[src/rtl/sector_writer_pkg.sv]
// Shared definitions for the sector write sequencer.
// Assumes 16-bit channel words and a 16-bit address preamble.
package sector_writer_pkg;

    localparam int WORD_W   = 16;
    localparam int PRE_W    = 16;
    localparam logic [15:0] CRC_POLY = 16'h1021;
    localparam logic [15:0] CRC_INIT = 16'hFFFF;

    // Sequencer phases, in the order a successful command visits them.
    typedef enum logic [2:0] {
        ST_IDLE,
        ST_WAIT_MARK,
        ST_RECV,
        ST_GAP,
        ST_LEADER,
        ST_SYNC,
        ST_DATA,
        ST_CRC
    } wr_state_t;

endpackage

[src/rtl/fm_cell_timer.sv]
// Bit-cell timer: splits each cell into a clock half (phase 0) and a
// data half (phase 1), each HALF_CLKS cycles long.
// Assumes: clear holds the timer at the start of a cell.
module fm_cell_timer #(
    parameter int HALF_CLKS = 4
) (
    input  logic clk,
    input  logic rst_n,
    input  logic clear,
    output logic phase,
    output logic cell_end
);
    localparam int CW = (HALF_CLKS > 1) ? $clog2(HALF_CLKS) : 1;
    localparam logic [CW-1:0] HALF_LAST = CW'(HALF_CLKS - 1);

    logic [CW-1:0] cnt;
    logic          half_end;

    assign half_end = (cnt == HALF_LAST);
    assign cell_end = half_end & phase;

    // Count cycles within a half cell and toggle the half at its end.
    always_ff @(posedge clk) begin
        if (!rst_n) begin
            cnt   <= '0;
            phase <= 1'b0;
        end else if (clear) begin
            cnt   <= '0;
            phase <= 1'b0;
        end else if (half_end) begin
            cnt   <= '0;
            phase <= ~phase;
        end else begin
            cnt   <= cnt + CW'(1);
        end
    end

endmodule

[src/rtl/preamble_receiver.sv]
// Preamble receiver: while enabled, skips zero bits and takes the first
// one bit as the sync (discarded), then collects PRE_W bits MSB first.
// Only the low OUT_W bits are kept; word_valid pulses one cycle after
// the edge that takes the last bit.
// Assumes OUT_W >= 2 and OUT_W <= PRE_W.
module preamble_receiver #(
    parameter int PRE_W = 16,
    parameter int OUT_W = 3
) (
    input  logic             clk,
    input  logic             rst_n,
    input  logic             enable,
    input  logic             bit_valid,
    input  logic             bit_in,
    output logic [OUT_W-1:0] word,
    output logic             word_valid
);
    localparam int CW = $clog2(PRE_W);
    localparam logic [CW-1:0] CNT_LAST = CW'(PRE_W - 1);

    logic [CW-1:0] cnt;
    logic          locked;

    // Sync hunt, then shift and count the preamble bits.
    always_ff @(posedge clk) begin
        if (!rst_n) begin
            cnt        <= '0;
            locked     <= 1'b0;
            word       <= '0;
            word_valid <= 1'b0;
        end else begin
            word_valid <= 1'b0;
            if (!enable) begin
                cnt    <= '0;
                locked <= 1'b0;
            end else if (bit_valid) begin
                if (!locked) begin
                    locked <= bit_in;
                end else begin
                    word <= {word[OUT_W-2:0], bit_in};
                    cnt  <= cnt + CW'(1);
                    if (cnt == CNT_LAST) begin
                        word_valid <= 1'b1;
                    end
                end
            end
        end
    end

endmodule

[src/rtl/crc16_serial.sv]
// Serial CRC-16 generator: init presets, update folds in one data bit,
// shift moves the remainder out MSB first with zero fill.
// Assumes the three controls are never asserted together.
module crc16_serial #(
    parameter int          W    = 16,
    parameter logic [W-1:0] POLY = 16'h1021,
    parameter logic [W-1:0] INIT = 16'hFFFF
) (
    input  logic         clk,
    input  logic         rst_n,
    input  logic         init,
    input  logic         update,
    input  logic         shift,
    input  logic         bit_in,
    output logic [W-1:0] crc
);
    logic fb;

    assign fb = crc[W-1] ^ bit_in;

    // Remainder register: preset, divide by one bit, or shift out.
    always_ff @(posedge clk) begin
        if (!rst_n) begin
            crc <= INIT;
        end else if (init) begin
            crc <= INIT;
        end else if (update) begin
            crc <= {crc[W-2:0], 1'b0} ^ (fb ? POLY : '0);
        end else if (shift) begin
            crc <= {crc[W-2:0], 1'b0};
        end
    end

endmodule

[src/rtl/word_prefetch.sv]
// One-word prefetch buffer on the channel handshake. req stays high
// until ack. take pulls a word: the held one, or the one acknowledged
// in that same cycle (bypass), and issues the next request while fewer
// than N_WORDS have been requested. flush drops the request and the word.
// Assumes the channel acknowledges only while req is high.
module word_prefetch #(
    parameter int W       = 16,
    parameter int N_WORDS = 256
) (
    input  logic         clk,
    input  logic         rst_n,
    input  logic         prefetch,
    input  logic         take,
    input  logic         flush,
    input  logic         ack,
    input  logic [W-1:0] ack_data,
    output logic         req,
    output logic         avail,
    output logic [W-1:0] out_data
);
    localparam int IW = $clog2(N_WORDS + 1);
    localparam logic [IW-1:0] ISSUE_MAX = IW'(N_WORDS);

    logic [IW-1:0] issued;
    logic          full;
    logic [W-1:0]  held;
    logic          got;

    assign got      = ack & req;
    assign avail    = full | got;
    assign out_data = full ? held : ack_data;

    // Request generation and request count.
    always_ff @(posedge clk) begin
        if (!rst_n) begin
            req    <= 1'b0;
            issued <= '0;
        end else if (flush) begin
            req    <= 1'b0;
            issued <= '0;
        end else if (prefetch) begin
            req    <= 1'b1;
            issued <= IW'(1);
        end else if (take && avail && issued != ISSUE_MAX) begin
            req    <= 1'b1;
            issued <= issued + IW'(1);
        end else if (got) begin
            req    <= 1'b0;
        end
    end

    // Holding register for a word that arrived ahead of its load.
    always_ff @(posedge clk) begin
        if (!rst_n) begin
            full <= 1'b0;
            held <= '0;
        end else if (flush || (take && avail)) begin
            full <= 1'b0;
        end else if (got) begin
            full <= 1'b1;
            held <= ack_data;
        end
    end

endmodule

[src/rtl/sector_writer.sv]
// Sector write sequencer: prefetches the first word, waits for a hard
// sector mark, checks the sector address in the preamble, then after a
// fixed gap sends leader, sync, N_WORDS data words and a CRC as an
// FM stream under the write gate.
// Assumes sector_mark is a single-cycle pulse and rd_valid strobes
// separated read bits.
module sector_writer #(
    parameter int SEC_W        = 3,
    parameter int N_WORDS      = 256,
    parameter int HALF_CLKS    = 4,
    parameter int GAP_CELLS    = 38,
    parameter int LEADER_CELLS = 30
) (
    input  logic             clk,
    input  logic             rst_n,
    input  logic             start,
    input  logic [SEC_W-1:0] target_sector,
    input  logic             write_protect,
    input  logic             sector_mark,
    input  logic             rd_valid,
    input  logic             rd_bit,
    output logic             word_req,
    input  logic             word_ack,
    input  logic [15:0]      word_data,
    output logic             write_gate,
    output logic             fm_out,
    output logic             busy,
    output logic             done,
    output logic             err_protect,
    output logic             err_mismatch,
    output logic             err_late
);
    import sector_writer_pkg::*;

    localparam int MAXC = (GAP_CELLS > LEADER_CELLS) ? GAP_CELLS : LEADER_CELLS;
    localparam int CCW  = (MAXC > 1) ? $clog2(MAXC) : 1;
    localparam logic [CCW-1:0] GAP_LAST  = CCW'(GAP_CELLS - 1);
    localparam logic [CCW-1:0] LEAD_LAST = CCW'(LEADER_CELLS - 1);
    localparam int WCW  = (N_WORDS > 1) ? $clog2(N_WORDS) : 1;
    localparam logic [WCW-1:0] WORD_LAST = WCW'(N_WORDS - 1);
    localparam int BCW  = $clog2(WORD_W);
    localparam logic [BCW-1:0] BIT_LAST = BCW'(WORD_W - 1);

    wr_state_t         state;
    logic [CCW-1:0]    cell_cnt;
    logic [BCW-1:0]    bit_cnt;
    logic [WCW-1:0]    word_cnt;
    logic [WORD_W-1:0] shreg;
    logic [SEC_W-1:0]  target_q;

    logic              phase, cell_end, timer_clear;
    logic [SEC_W-1:0]  pre_sector;
    logic              pre_valid, pre_en, sector_hit;
    logic              buf_avail;
    logic [WORD_W-1:0] buf_data;
    logic [15:0]       crc;
    logic              prefetch, take, flush;
    logic              crc_init, crc_upd, crc_shift;
    logic              cur_bit, last_bit, last_word;

    assign busy        = (state != ST_IDLE);
    assign pre_en      = (state == ST_RECV);
    assign sector_hit  = (pre_sector == target_q);
    assign last_bit    = (bit_cnt == BIT_LAST);
    assign last_word   = (word_cnt == WORD_LAST);
    assign write_gate  = (state == ST_LEADER) || (state == ST_SYNC) ||
                         (state == ST_DATA)   || (state == ST_CRC);
    assign timer_clear = !(write_gate || state == ST_GAP);
    assign fm_out      = write_gate & (~phase | cur_bit);

    fm_cell_timer #(.HALF_CLKS(HALF_CLKS)) u_timer (
        .clk      (clk),
        .rst_n    (rst_n),
        .clear    (timer_clear),
        .phase    (phase),
        .cell_end (cell_end)
    );

    preamble_receiver #(.PRE_W(PRE_W), .OUT_W(SEC_W)) u_pre (
        .clk        (clk),
        .rst_n      (rst_n),
        .enable     (pre_en),
        .bit_valid  (rd_valid),
        .bit_in     (rd_bit),
        .word       (pre_sector),
        .word_valid (pre_valid)
    );

    word_prefetch #(.W(WORD_W), .N_WORDS(N_WORDS)) u_buf (
        .clk      (clk),
        .rst_n    (rst_n),
        .prefetch (prefetch),
        .take     (take),
        .flush    (flush),
        .ack      (word_ack),
        .ack_data (word_data),
        .req      (word_req),
        .avail    (buf_avail),
        .out_data (buf_data)
    );

    crc16_serial #(.W(16), .POLY(CRC_POLY), .INIT(CRC_INIT)) u_crc (
        .clk    (clk),
        .rst_n  (rst_n),
        .init   (crc_init),
        .update (crc_upd),
        .shift  (crc_shift),
        .bit_in (shreg[WORD_W-1]),
        .crc    (crc)
    );

    // Select the bit carried by the current cell.
    always_comb begin
        case (state)
            ST_SYNC: cur_bit = 1'b1;
            ST_DATA: cur_bit = shreg[WORD_W-1];
            ST_CRC:  cur_bit = crc[15];
            default: cur_bit = 1'b0;
        endcase
    end

    // Strobes to the buffer and CRC, decoded from phase and cell timing.
    always_comb begin
        prefetch  = 1'b0;
        take      = 1'b0;
        flush     = 1'b0;
        crc_init  = 1'b0;
        crc_upd   = 1'b0;
        crc_shift = 1'b0;
        case (state)
            ST_IDLE: prefetch = start & ~write_protect;
            ST_RECV: flush = pre_valid & ~sector_hit;
            ST_SYNC: begin
                if (cell_end) begin
                    crc_init = 1'b1;
                    take     = buf_avail;
                    flush    = ~buf_avail;
                end
            end
            ST_DATA: begin
                if (cell_end) begin
                    crc_upd = 1'b1;
                    if (last_bit && !last_word) begin
                        take  = buf_avail;
                        flush = ~buf_avail;
                    end
                end
            end
            ST_CRC: begin
                if (cell_end) begin
                    crc_shift = 1'b1;
                    flush     = last_bit;
                end
            end
            default: ;
        endcase
    end

    // Phase sequencing, counters, data shifter and result flags.
    always_ff @(posedge clk) begin
        if (!rst_n) begin
            state        <= ST_IDLE;
            cell_cnt     <= '0;
            bit_cnt      <= '0;
            word_cnt     <= '0;
            shreg        <= '0;
            target_q     <= '0;
            done         <= 1'b0;
            err_protect  <= 1'b0;
            err_mismatch <= 1'b0;
            err_late     <= 1'b0;
        end else begin
            done <= 1'b0;
            case (state)
                ST_IDLE: begin
                    if (start) begin
                        err_protect  <= write_protect;
                        err_mismatch <= 1'b0;
                        err_late     <= 1'b0;
                        target_q     <= target_sector;
                        if (write_protect) begin
                            done  <= 1'b1;
                        end else begin
                            state <= ST_WAIT_MARK;
                        end
                    end
                end
                ST_WAIT_MARK: begin
                    if (sector_mark) begin
                        state <= ST_RECV;
                    end
                end
                ST_RECV: begin
                    if (pre_valid) begin
                        if (sector_hit) begin
                            state    <= ST_GAP;
                            cell_cnt <= '0;
                        end else begin
                            err_mismatch <= 1'b1;
                            done         <= 1'b1;
                            state        <= ST_IDLE;
                        end
                    end
                end
                ST_GAP: begin
                    if (cell_end) begin
                        if (cell_cnt == GAP_LAST) begin
                            state    <= ST_LEADER;
                            cell_cnt <= '0;
                        end else begin
                            cell_cnt <= cell_cnt + CCW'(1);
                        end
                    end
                end
                ST_LEADER: begin
                    if (cell_end) begin
                        if (cell_cnt == LEAD_LAST) begin
                            state    <= ST_SYNC;
                            cell_cnt <= '0;
                        end else begin
                            cell_cnt <= cell_cnt + CCW'(1);
                        end
                    end
                end
                ST_SYNC: begin
                    if (cell_end) begin
                        if (buf_avail) begin
                            shreg    <= buf_data;
                            bit_cnt  <= '0;
                            word_cnt <= '0;
                            state    <= ST_DATA;
                        end else begin
                            err_late <= 1'b1;
                            done     <= 1'b1;
                            state    <= ST_IDLE;
                        end
                    end
                end
                ST_DATA: begin
                    if (cell_end) begin
                        bit_cnt <= bit_cnt + BCW'(1);
                        shreg   <= {shreg[WORD_W-2:0], 1'b0};
                        if (last_bit) begin
                            if (last_word) begin
                                state <= ST_CRC;
                            end else if (buf_avail) begin
                                shreg    <= buf_data;
                                word_cnt <= word_cnt + WCW'(1);
                            end else begin
                                err_late <= 1'b1;
                                done     <= 1'b1;
                                state    <= ST_IDLE;
                            end
                        end
                    end
                end
                ST_CRC: begin
                    if (cell_end) begin
                        bit_cnt <= bit_cnt + BCW'(1);
                        if (last_bit) begin
                            done  <= 1'b1;
                            state <= ST_IDLE;
                        end
                    end
                end
                default: state <= ST_IDLE;
            endcase
        end
    end

endmodule

[config.mk]
export PLATFORM = sky130hd
export DESIGN_NAME = sector_writer
export DESIGN_NICKNAME = d
export VERILOG_FILES = /design/src/rtl/sector_writer_pkg.sv /design/src/rtl/fm_cell_timer.sv /design/src/rtl/preamble_receiver.sv /design/src/rtl/crc16_serial.sv /design/src/rtl/word_prefetch.sv /design/src/rtl/sector_writer.sv
export SDC_FILE = /design/constraint.sdc
export NUM_CORES = 1
export LEC_CHECK = 0
export ABC_CLOCK_PERIOD_IN_PS = 2450
export BUFFER_PORTS_ARGS = -buffer_cell sky130_fd_sc_hd__buf_4
export CORE_MARGIN = 3
export CORE_UTILIZATION = 29
export DETAILED_ROUTE_END_ITERATION = 12
export GPL_TIMING_DRIVEN = 0
export PLACE_DENSITY = 0.54
export SYNTH_ARGS = -nofsm -noshare
export SYNTH_HDL_FRONTEND = slang
export SYNTH_SLANG_ARGS = --single-unit
[constraint.sdc]
create_clock -name clk -period 2.45 [get_ports clk]
set_input_delay 0.49 -clock clk [delete_from_list [all_inputs] [get_ports clk]]
set_output_delay 0.49 -clock clk [all_outputs]
set_load 0.05 [all_outputs]
==> flow_metrics.env <==
export IMPL_dp_hpwl_um=8380
export IMPL_slew_viol_final=0
export IMPL_place_port_buffers=34
export IMPL_clock_skew_ns=0.00823
export IMPL_yosysWarningCount=0
export IMPL_startpoint="bit_cnt[0]"
export IMPL_pre_cts_ws_ns=-0.0178
export IMPL_row_count=46
export IMPL_syn_area_per_cell_um2=9.00
export IMPL_tightestPinTransition_ns=0.951
export IMPL_yosys_most_used_dff="dfxtp_1"
export IMPL_synth_seq_cells=99
export IMPL_regToRegStartpoint="bit_cnt[0]"
export IMPL_fmax_ghz=0.437
export IMPL_cp_slowest_cell="a221oi_4"
export IMPL_clk_pin_slew_ns=0.07
export IMPL_numPlacedInstances=787
export IMPL_rrSetupSlack_ns=0.16
export IMPL_routed_via_density=4.91
export IMPL_pin_count=35
export IMPL_crit_fanout=10
export IMPL_final_cell_area_um2=5690
export IMPL_drive_above_1_share_pct=16.0
export IMPL_gp_congestion=0.812
export IMPL_reg2regPathDepth=8
export IMPL_mappedNetlistArea_um2=4830
export IMPL_ctsHoldBuffers=0
export IMPL_areaGrowthSynthToFinish_pct=17.7
export IMPL_wl_um=11300
export IMPL_synth_nets=572
export IMPL_setup_slack_ns=0.162
export IMPL_grt_ovfl_total=0
export IMPL_cts_root_buf="clkbuf_16"
export IMPL_yosysSeqAreaShare_pct=41.0
export IMPL_yosysTopAreaCell="dfxtp_1"
export IMPL_holdWs_ns=0.397
export IMPL_period_share_pct=93.4
export IMPL_fin_tns_setup_ns=0
export IMPL_dpl_cell_area_um2=5360
export IMPL_async_flop_share_pct=0
export IMPL_grt_usage_pct=12.9
export IMPL_ys_top_cells_by_area="dfxtp_1, mux2i_1, nand2_1, xnor2_1, mux2_2"
export IMPL_core_area_um2=16100
export IMPL_total_power_mw=3.95
export IMPL_critPathMaxStageDelay_ns=0.52
export IMPL_start_util_pct=30.0
export IMPL_ys_top_cells_by_count="dfxtp_1, nand2_1, mux2i_1, nor2_1, nand3_1"
export IMPL_start_kind="register"
export IMPL_vias=3943
export IMPL_cellPowerDensity_nw_per_um2=694
export IMPL_rr_endpoint="u_buf.held[13]"
export IMPL_clk_latency_ns=0.35
export IMPL_worstHoldStart="rd_bit"
export IMPL_grt_max_degree=20
export IMPL_die_h_um=135
export IMPL_cp_arrival_ns=2.52
export IMPL_cp_required_ns=2.68
export IMPL_drc=0
export IMPL_finalSetupViolations=0
export IMPL_post_route_util_pct=35.3
export IMPL_ir_drop_mv=0.288
export IMPL_synth_edf_count=0
export IMPL_first_global_vias=3786
export IMPL_path_cells="ha_1 > nand3_1 > a221oi_4 > nand2_1 > and4_1 > buf_6 > buf_8 > mux2i_1"
export IMPL_timing_slew_headroom_pct=36.6
export IMPL_outcome="finished, final reports clean"
export IMPL_cts_buffers=9
export IMPL_hold_path_class="in -> reg"
export IMPL_fp_dieArea_um2=18300
export IMPL_endpoint_kind="register"
export IMPL_cts_path_max_buffers=2
export IMPL_yosysTopAreaCellShare_pct=41.0
export IMPL_antennaDiodeCount=0
export IMPL_yosysMostFrequentCell="dfxtp_1"
export IMPL_cap_violations=0
export IMPL_drt_first_pass_iters=4
export IMPL_syn_inst=537
export IMPL_path_class="reg -> reg"
export IMPL_htreeDepth=3
export IMPL_drtIter0Drc=160
export IMPL_power_leakage_nw=2.19
export IMPL_crit_end="u_buf.held[13]"
export IMPL_die_x_um=135
export IMPL_rsz0062_at_grt="false"
export IMPL_synth_cell_types=59
export IMPL_antenna_found_initial=0
export IMPL_hold_viol_final=0
export IMPL_period_needed_ns=2.29
export IMPL_nets=617
export IMPL_avgRoutedWirePerCell_um=14.1
export IMPL_grt_pass1_wl_um=19000
export IMPL_final_cells=803
export IMPL_ant_nets=0
export IMPL_cts_sinks=99
export IMPL_cts_tree="yes"
[cell usage in the layout, fill, tap and decap left out, types with 9 or more instances in the layout]
cell type / count
buf_4: 38
nor2b_1: 10
mux2_2: 15
mux2i_1: 42
nand3_1: 33
nor3_1: 10
xor2_1: 9
o2bb2ai_1: 15
o21ai_0: 12
nand4_1: 10
dfxtp_1: 99
clkbuf_1: 16
a21oi_1: 14
xnor2_1: 21
nor2_1: 40
clkbuf_16: 9
nand2_1: 81
[critical path, delay by kind of cell (launching register included)]
family                     cells  cell delay [ns]
DFF                            1             0.37
adders and majority gates      1             0.18
AOI/OAI and AO/OA              1             0.52
and+or+nand+nor                3             0.67
muxes                          1             0.12
buffers and inverters          2             0.31
[sequential cells by signal, summed over array words and instances (netlist names), 4 cells and up]
| name | count |
|---|---|
| cell_cnt | 6 |
| u_buf.issued | 9 |
| u_crc.crc | 16 |
| bit_cnt | 4 |
| shreg | 16 |
| u_pre.cnt | 4 |
| u_buf.held | 16 |
| word_cnt | 8 |
[cells by family (layout without fill, tap and decap cells)]
kind of cell | count (synthesis) | in the layout | synth area share (%)
adder cells (fa/ha/maj) | 8 | 8 | 2.07
flip-flops | 99 | 99 | 41.0
multiplexers | 57 | 57 | 12.2
XOR/XNOR | 30 | 30 | 5.43
AO/OA/AOI/OAI | 75 | 75 | 11.2
AND/OR/NAND/NOR | 230 | 230 | 23.9
buffers and inverters | 38 | 88 | 4.27
[layout make-up]
type | instances | area [um^2]
multi-input cells | 400 | 2660
fillers | 1675 | 10400
clock inverters | 4 | 47.5
plain buffers | 30 | 175
flip-flops and latches | 99 | 1980
clock buffers | 12 | 267
well taps | 216 | 270
inverters | 6 | 22.5
repair buffers | 36 | 270
[timing repair]
action | in CTS | in global routing
resized for setup | 0 | 2
buffers inserted | 0 | 2
setup endpoints to repair | 1 | 17
pin swaps | 0 | 1
[worst min path at each step]
stage	slack (ns)	depth (start not counted)	end
detailed placement	0.42	1	u_timer.cnt[0]
finish	0.40	3	u_pre.locked
CTS	0.39	3	u_buf.held[9]
floorplan	0.40	1	u_timer.cnt[0]
global placement	0.41	1	u_timer.cnt[0]
global route	0.40	3	u_buf.held[14]
[where the power goes]
part | switching [mW] | internal (mW)
combinational | 0.480 | 0.297
sequential | 0.0293 | 1.66
clock | 0.611 | 0.872
total | 1.12 | 2.83
[metal layers]
layer  vias up  track usage [%]  routed length [um]
met5         -                0                   0
met4         0             5.77                 302
met3        21             2.16                 365
met2        76             20.2                5240
met1      1842             17.3                5410
li1       2004                -                   -
No activity file was read; power rests on OpenSTA's default activity.
